<file path="config.mk">
export PLATFORM = sky130hd
export DESIGN_NAME = uart_char_tx
export DESIGN_NICKNAME = d
export VERILOG_FILES = /design/src/rtl/uart_tx_pkg.sv /design/src/rtl/utx_bit_timer.sv /design/src/rtl/utx_shifter.sv /design/src/rtl/utx_sequencer.sv /design/src/rtl/uart_char_tx.sv
export SDC_FILE = /design/constraint.sdc
export NUM_CORES = 1
export LEC_CHECK = 0
export BUFFER_PORTS_ARGS = -buffer_cell sky130_fd_sc_hd__buf_2
export CAP_MARGIN = 20
export CORE_MARGIN = 4
export CORE_UTILIZATION = 45
export DETAILED_ROUTE_END_ITERATION = 16
export PLACE_DENSITY = 0.62
export SYNTH_ARGS = -nofsm -noshare
export SYNTH_HDL_FRONTEND = slang
export SYNTH_SLANG_ARGS = --single-unit
</file>
<file path="constraint.sdc">
create_clock -name clk -period 8.3 [get_ports clk]
set_input_delay 2.075 -clock clk [delete_from_list [all_inputs] [get_ports clk]]
set_output_delay 2.075 -clock clk [all_outputs]
set_load 0.01 [all_outputs]
</file>
<file path="src/rtl/uart_tx_pkg.sv">
package uart_tx_pkg;

  localparam int DATA_W = 8;
  localparam int CTL_W  = 8;

  typedef enum logic [2:0] {
    PH_IDLE, PH_START, PH_DATA, PH_PARITY, PH_STOP
  } phase_t;

  // stop code: 0 = one bit, 1 = one and a half, 2 = two
  typedef struct packed {
    logic [3:0] nbits;
    logic       par_en;
    logic       par_val;
    logic [1:0] stop_code;
  } frame_cfg_t;

  function automatic logic [3:0] word_len(input logic [CTL_W-1:0] ctl);
    return 4'd5 + {2'b00, ctl[1:0]};
  endfunction

  function automatic logic [1:0] stop_code(input logic [CTL_W-1:0] ctl);
    if (!ctl[2])              return 2'd0;
    else if (ctl[1:0] == 2'b00) return 2'd1;
    else                      return 2'd2;
  endfunction

  function automatic logic parity_value(input logic [CTL_W-1:0] ctl,
                                        input logic [DATA_W-1:0] data);
    logic [DATA_W-1:0] mask;
    logic ones_odd;
    mask     = ~(DATA_W'({DATA_W{1'b1}}) << word_len(ctl));
    ones_odd = ^(data & mask);
    if (ctl[5]) return ~ctl[4];            // stuck mark / space
    else        return ctl[4] ? ones_odd : ~ones_odd;
  endfunction

  function automatic frame_cfg_t build_cfg(input logic [CTL_W-1:0] ctl,
                                           input logic [DATA_W-1:0] data);
    frame_cfg_t c;
    c.nbits     = word_len(ctl);
    c.par_en    = ctl[3];
    c.par_val   = parity_value(ctl, data);
    c.stop_code = stop_code(ctl);
    return c;
  endfunction

endpackage

</file>
<file path="src/rtl/utx_bit_timer.sv">
module utx_bit_timer #(
  parameter int TICKS_PER_BIT = 16
) (
  input  logic       clk,
  input  logic       rst_n,
  input  logic       clear,
  input  logic       run,
  input  logic       tick,
  input  logic       in_stop,
  input  logic [1:0] stop_code,
  output logic       bit_done
);
  localparam int CNT_W = $clog2(2 * TICKS_PER_BIT + 1);
  localparam logic [CNT_W-1:0] LIM_ONE  = CNT_W'(TICKS_PER_BIT);
  localparam logic [CNT_W-1:0] LIM_HALF = CNT_W'(TICKS_PER_BIT + TICKS_PER_BIT / 2);
  localparam logic [CNT_W-1:0] LIM_TWO  = CNT_W'(2 * TICKS_PER_BIT);

  logic [CNT_W-1:0] cnt_q;
  logic [CNT_W-1:0] limit;

  always_comb begin
    limit = LIM_ONE;
    if (in_stop) begin
      case (stop_code)
        2'd1:    limit = LIM_HALF;
        2'd2:    limit = LIM_TWO;
        default: limit = LIM_ONE;
      endcase
    end
  end

  assign bit_done = run && tick && (cnt_q == limit - CNT_W'(1));

  always_ff @(posedge clk or negedge rst_n) begin
    if (!rst_n)                cnt_q <= '0;
    else if (clear || bit_done) cnt_q <= '0;
    else if (run && tick)      cnt_q <= cnt_q + CNT_W'(1);
  end
endmodule

</file>
<file path="src/rtl/utx_shifter.sv">
module utx_shifter #(
  parameter int DATA_W = 8
) (
  input  logic              clk,
  input  logic              rst_n,
  input  logic              load,
  input  logic [DATA_W-1:0] din,
  input  logic              shift,
  output logic              lsb
);
  logic [DATA_W-1:0] sh_q;

  always_ff @(posedge clk or negedge rst_n) begin
    if (!rst_n)     sh_q <= '0;
    else if (load)  sh_q <= din;
    else if (shift) sh_q <= {1'b0, sh_q[DATA_W-1:1]};
  end

  assign lsb = sh_q[0];
endmodule

</file>
<file path="src/rtl/utx_sequencer.sv">
module utx_sequencer
  import uart_tx_pkg::*;
(
  input  logic       clk,
  input  logic       rst_n,
  input  logic       accept,
  input  logic       bit_done,
  input  frame_cfg_t cfg,
  output phase_t     phase,
  output logic       shift_en,
  output logic       frame_done
);
  phase_t     ph_q;
  logic [2:0] left_q;

  always_ff @(posedge clk or negedge rst_n) begin
    if (!rst_n) begin
      ph_q   <= PH_IDLE;
      left_q <= '0;
    end else begin
      case (ph_q)
        PH_IDLE:  if (accept) ph_q <= PH_START;
        PH_START: if (bit_done) begin
          ph_q   <= PH_DATA;
          left_q <= 3'(cfg.nbits - 4'd1);
        end
        PH_DATA:  if (bit_done) begin
          if (left_q == 3'd0) ph_q <= cfg.par_en ? PH_PARITY : PH_STOP;
          else                left_q <= left_q - 3'd1;
        end
        PH_PARITY: if (bit_done) ph_q <= PH_STOP;
        PH_STOP:   if (bit_done) ph_q <= PH_IDLE;
        default:   ph_q <= PH_IDLE;
      endcase
    end
  end

  assign phase      = ph_q;
  assign shift_en   = bit_done && (ph_q == PH_DATA);
  assign frame_done = bit_done && (ph_q == PH_STOP);
endmodule

</file>
<file path="src/rtl/uart_char_tx.sv">
module uart_char_tx
  import uart_tx_pkg::*;
#(
  parameter int TICKS_PER_BIT = 16
) (
  input  logic              clk,
  input  logic              rst_n,
  input  logic              tick16,
  input  logic [CTL_W-1:0]  line_ctl,
  input  logic [DATA_W-1:0] tx_data,
  input  logic              tx_valid,
  output logic              tx_ready,
  output logic              txd,
  output logic              busy
);
  // named internal events, used by the bound checker
  logic       accept;
  logic       bit_done;
  logic       shift_en;
  logic       frame_done;
  logic       in_stop;
  logic       data_lsb;
  phase_t     phase;
  frame_cfg_t cfg_q;

  assign tx_ready = (phase == PH_IDLE);
  assign busy     = ~tx_ready;
  assign accept   = tx_valid && tx_ready;
  assign in_stop  = (phase == PH_STOP);

  always_ff @(posedge clk or negedge rst_n) begin
    if (!rst_n)      cfg_q <= build_cfg('0, '0);
    else if (accept) cfg_q <= build_cfg(line_ctl, tx_data);
  end

  utx_bit_timer #(.TICKS_PER_BIT(TICKS_PER_BIT)) timer_i (
    .clk       (clk),
    .rst_n     (rst_n),
    .clear     (accept),
    .run       (busy),
    .tick      (tick16),
    .in_stop   (in_stop),
    .stop_code (cfg_q.stop_code),
    .bit_done  (bit_done)
  );

  utx_shifter #(.DATA_W(DATA_W)) shift_i (
    .clk   (clk),
    .rst_n (rst_n),
    .load  (accept),
    .din   (tx_data),
    .shift (shift_en),
    .lsb   (data_lsb)
  );

  utx_sequencer seq_i (
    .clk        (clk),
    .rst_n      (rst_n),
    .accept     (accept),
    .bit_done   (bit_done),
    .cfg        (cfg_q),
    .phase      (phase),
    .shift_en   (shift_en),
    .frame_done (frame_done)
  );

  always_comb begin
    case (phase)
      PH_START:  txd = 1'b0;
      PH_DATA:   txd = data_lsb;
      PH_PARITY: txd = cfg_q.par_val;
      default:   txd = 1'b1;
    endcase
  end
endmodule

</file>
==> Yosys cells after proc, flatten, opt, wreduce, memory -nomap -nowiden <==
Index checks and enable logic that the tools add are counted.
{ "totals": {"ff_bits": 27, "out_inout_bits": 3, "input_bits": 20, "word_cells": 70} }
{ "classes": {"n_shift": 1, "addsub": 5, "n_eq_ne": 14, "mux": 23, "bitwise": 5, "reduce_logical": 14} }
{ "op_table": {"columns": ["op", "count"], "rows": [
  ["3-bit 2-to-1 mux", 10],
  ["6-bit 2-to-1 mux", 3],
  ["8-bit 2-to-1 mux", 2],
  ["3-bit case mux with 5 select lines", 1],
  ["2-bit by 1-bit inequality test with 1-bit output (second input constant)", 6],
  ["6-bit case mux with 2 select lines", 1],
  ["8-bit bitwise AND", 1],
  ["8-bit inverter", 1],
  ["8-bit XOR reduction", 1],
  ["8-bit by 4-bit << shifter with 8-bit output (first input constant)", 1],
  ["6-bit by 1-bit adder with 6-bit output (second input constant)", 1],
  ["3-bit by 2-bit == test with 1-bit output (second input constant)", 2],
  ["6-bit == test", 1],
  ["3-bit logical NOT", 2],
  ["3-bit case mux with 2 select lines", 1],
  ["6-bit AND reduction", 1],
  ["2-bit nonzero test", 3],
  ["3-bit by 1-bit subtractor with 3-bit output (second input constant)", 2],
  ["6-bit by 1-bit subtractor with 6-bit output (second input constant)", 1],
  ["3-bit by 2-bit adder with 4-bit output (first input constant)", 1],
  ["1-bit logical AND", 4],
  ["2-bit 2-to-1 mux", 2],
  ["4-bit AND reduction", 1],
  ["3-bit by 1-bit == test with 1-bit output (second input constant)", 1],
  ["9 further kinds", 12]
]} }

==> Logic depth before layout (Yosys ltp) <==
{ "depth": {"ltp_word": 9, "depth_mapped": 11} }

==> Cells and area by module <==
A second synthesis with hierarchy kept.
{ "unflattened": {"hier_cells": 182, "hier_area_um2": 1739.2} }
{ "by_module_without_submodules": {"columns": ["mod", "n_inst", "cells_per_inst", "area_each_um2"], "rows": [
  ["uart_char_tx", 1, 63, 526.8],
  ["utx_sequencer", 1, 46, 451.7],
  ["utx_bit_timer", 1, 39, 391.6],
  ["utx_shifter", 1, 34, 369.1]
]} }

==> Least setup slack after synthesis <==
OpenSTA, ideal clock, no wires.
{ "synth_timing": {"path_type": "in2reg", "startpoint": "in tick16", "endpoint": "reg seq_i.left_q[0]", "stages": 4, "arrival_ns": 3.179, "required_ns": 8.172, "slack_ns": 4.994, "path_cell_list": "nand3_1 > a2111o_1 > a211oi_2 > mux2_1"} }
{ "synth_between": {"elab_chain_len": 4, "word_cells_on_any_way": 5, "cone_classes": "eq/ne: 2; reduce/logical: 3"} }
{ "synth_rtl": {"columns": ["item", "line", "text"], "rows": [
  ["from (decl)", "uart_char_tx.sv:8", "input logic tick16,"],
  ["1-bit logical AND * (2 in series)", "utx_bit_timer.sv:32", "assign bit_done = run && tick && (cnt_q == limit - CNT_W'(1));"],
  ["2-bit by 1-bit inequality test with 1-bit output (no line)", null, null],
  ["4-bit AND reduction (no line) *", null, null],
  ["to (signal assigned)", "utx_sequencer.sv:25", "left_q <= 3'(cfg.nbits - 4'd1);"],
  ["to (signal assigned)", "utx_sequencer.sv:29", "else left_q <= left_q - 3'd1;"],
  ["to (decl)", "utx_sequencer.sv:14", "logic [2:0] left_q;"]
]} }
Mark *: on every way between the ends. The rest lies on a longest branch, timed or not.
A chain may end at the register's enable or synchronous reset.

==> Worst setup path after layout <==
{ "layout_timing": {"startpoint": "reg seq_i.ph_q[0] (netlist: seq_i.phase[0])", "endpoint": "out tx_ready"} }
{ "layout_between": {"elab_chain_len": 1} }
{ "layout_rtl": {"columns": ["item", "line", "text"], "rows": [
  ["from (decl)", "utx_sequencer.sv:13", "phase_t ph_q;"],
  ["from (signal assigned)", "utx_sequencer.sv:28", "if (left_q == 3'd0) ph_q <= cfg.par_en ? PH_PARITY : PH_STOP;"],
  ["3-bit logical NOT", "uart_char_tx.sv:26", "assign tx_ready = (phase == PH_IDLE);"],
  ["to (decl)", "uart_char_tx.sv:12", "output logic tx_ready,"]
]} }
Every way passes these cells.

==> results.md <==
- Status: finished, final reports clean
- Tcrit/Tclk final: 45.5%
- WP depth: 3
- Commonest non-fill, non-tap cell in the layout: dfrtp_1
- Worst R2R End: seq_i.left_q[0]$_DFFE_PN0P_
- # resized after CTS: 0
- Die X-Extent: 66.3 um
- CTS buffer count: 3
- Root buf cell: clkbuf_4
- Max-slew violation count: 0
- Seq/Total Area, Yosys: roughly 44%
- Ys async rst share: 100%
- Critical Path Slowest Stage Cell: or3_1
- Number of global-route vias before repair: around 1200
- Pleak: between 0.7 and 0.8 nW
- Diode count: 0
- Vert. Die Dim: between 60 and 70 um
- Distinct cell type count after synthesis: 35
- Drt drc: 0
- Initial antenna violation count: 0
- Reg2reg start: seq_i.phase[0]$_DFFE_PN0P_
- Tmin final: about 3.8 ns
- Post-Syn Instances: around 160
- Global-route wire length before repair: 5.02 mm
- Number of synthesized register bits: 27
- Top Ports: 23
- Port bufs: 20
- WL final: between 2 and 3 mm
- Final Hold Vio Count: 0
- Worst-path clk slew: roughly 0.14 ns
- Setup crit start: seq_i.phase[0]$_DFFE_PN0P_
- CP peak stage delay: 0.51 ns
- RSZ-0062 raised after global routing: false
- Via count: 1157
- Post-DP HPWL: around 2.2 mm
- Setup violators final: 0
- DRT antenna net count: 0
- Clk_lat worst skew: approximately 0.31 ns
- Initial Utilization: 48.6%
- Fin nets: around 210
- Internal power contribution: between 0.0002 and 0.0003 W
- Switching share of power: around two fifths
- Clock Power Share: 11.3%
- Fraction of layout cells with a size suffix above 1: roughly 18%
- Sw Pwr: slightly below 0.0002 W
- Syn-to-layout area delta: 10.2%
- Vias/cell: 5.14
- Sequential Power Share: 45.7%
- CTS Hold Bufs: 0
- Routed WL per cell: approximately 13 um
- Main flop type after synthesis: dfrtp_1
- Max Clock Skew: about 0.0015 ns
- Post-synth EDFFs: 0
- Mean Syn Cell Area: around 9.4 um2
- Synth Cell Area: about 1500 um2
- FP Rows: 20
- Synth area leader: dfrtp_1
- Top cell family by delay on the critical path: simple AND/OR/NAND/NOR gates
- CP arrival: about 1.7 ns
- Clock tree buffer depth: 2
- Pwr per Cell Area: roughly 300 nW/um2
- Setup Buffers After CTS: 0
- Largest net degree at the start of global routing: 28
- DR iter-0 viols: 52
- Combinational group share of total power: a little over two fifths
- Fin util: a little over half
- Cells along the critical path: or3_1 > inv_1 > buf_2
- Synthesis Warnings: 0
- CP startpoint kind: register
- Worst slew pin tran: between 0.8 and 0.9 ns
- Max-Cap Viols: 0
- Overall Global Routing Usage: 14.5%
- Leading post-synthesis cells by cell area: dfrtp_1 39%, mux2i_1 5.9%, dfstp_2 5.1%, xnor2_1 5.1%, ha_1 4.9%
- Top-area cell type share of the netlist area: about 39%
- Worst Reg-to-Reg Cells: 8
- CP Class: reg2out
- CTS tree: built
- CORE AREA: roughly 3200 um2
- HP Class: reg2reg
- Max Fclk: about 260 MHz
- Worst Setup EP: tx_ready
- Syn nets: approximately 190
- Die Footprint: around 4400 um2
- CP bufs+invs: 2
- Maximum net fanout on the critical path: 10
- Relative slew slack: 44.2%
- TritonRoute pass-1 iters: 4
- Most frequent cells in the layout: 24 x dfrtp_1, 20 x buf_2, 18 x nor2_1
- Htree depth: 1
- Global placement routability congestion: 0.709
- Clk sinks: 27
- Worst vdd ir: approximately 0.15 mV
- Final TNS setup: 0 ns
- CP required: between 6 and 7 ns
- Residual overflow from global routing: 0
- Reg-to-reg setup timing slack: 5.38 ns
- CP Capture Type: output port
==> cell type report <==
| class | count | area [um2] |
|---|---|---|
| Inverter | 8 | 30.0 |
| Multi-Input combinational cell | 122 | 797 |
| Timing Repair Buffer | 20 | 100 |
| Sequential cell | 27 | 679 |
| Tap cell | 44 | 55.1 |
| Fill cell | 312 | 1470 |
| Clock buffer | 4 | 26.3 |
==> registers in the layout (all words and copies together) (netlist names) <==
register,flops
timer_i.cnt_q,6
cfg_q,7
seq_i.phase,3
shift_i.sh_q,8
seq_i.left_q,3
==> worst min-delay path by stage <==
stage / startpoint / endpoint / slack (ns) / depth (start not counted)
detailed placement: cfg_q[2]$_DFFE_PN1P_ / cfg_q[2]$_DFFE_PN1P_ / 0.46 / 2
CTS: cfg_q[2]$_DFFE_PN1P_ / cfg_q[2]$_DFFE_PN1P_ / 0.48 / 2
floorplan: cfg_q[2]$_DFFE_PN1P_ / cfg_q[2]$_DFFE_PN1P_ / 0.45 / 2
global placement: cfg_q[2]$_DFFE_PN1P_ / cfg_q[2]$_DFFE_PN1P_ / 0.47 / 2
global route: cfg_q[2]$_DFFE_PN1P_ / cfg_q[2]$_DFFE_PN1P_ / 0.50 / 2
finish: cfg_q[2]$_DFFE_PN1P_ / cfg_q[2]$_DFFE_PN1P_ / 0.48 / 2
==> cells in the mapped netlist (all sizes together), types with 3 or more instances <==
| master | number |
|---|---|
| clkbuf | 3 |
| mux2i | 9 |
| inv | 8 |
| nor2 | 18 |
| or3 | 3 |
| xor2 | 5 |
| nand3 | 6 |
| nand2 | 17 |
| dfstp | 3 |
| xnor2 | 9 |
| buf | 3 |
| ha | 6 |
| mux2 | 4 |
| dfrtp | 24 |
| o21ai | 13 |
| a21oi | 13 |
==> cells by family after synthesis <==
group | synth area share, %
XOR/XNOR | 8.01
multiplexers | 8.82
AND/OR/NAND/NOR | 15.5
buffers and inverters | 3.59
adder cells (fa/ha/maj) | 4.90
AO/OA/AOI/OAI | 14.8
flip-flops | 44.4
==> tightest hold or removal path, cell delays in order, from the launching register on <==
cell	delay (ns)
dfstp_2	0.40
nand2_1	0.05
o31ai_1	0.05
==> stage by stage <==
step                cells  total power (W)  cell area [um2]  hold WS [ns]  worst slack, ns
floorplan             163         0.000393             1530         0.450             4.99
CTS                   225         0.000503             1690         0.484             4.51
finish                225         0.000496             1690         0.479             4.52
global route          225         0.000547             1690         0.496             4.42
detailed placement    221         0.000446             1660         0.464             4.68
global placement      221         0.000434             1660         0.467             4.73
==> power by group through the flow <==
stage               clock network (W)  registers, W  logic [W]
floorplan                           0      0.000213   0.000180
global placement                    0      0.000227   0.000207
detailed placement                  0      0.000229   0.000216
CTS                         0.0000594      0.000227   0.000217
global route                0.0000651      0.000235   0.000247
finish                      0.0000559      0.000227   0.000214
==> per-layer routing <==
metal  share of wire, %  GRT usage (%)
met4               0.52           3.05
met5                  0              0
met2                 49           25.7
met1                 47           18.7
met3                3.2           2.04
No activity file was read; power rests on OpenSTA's default activity.
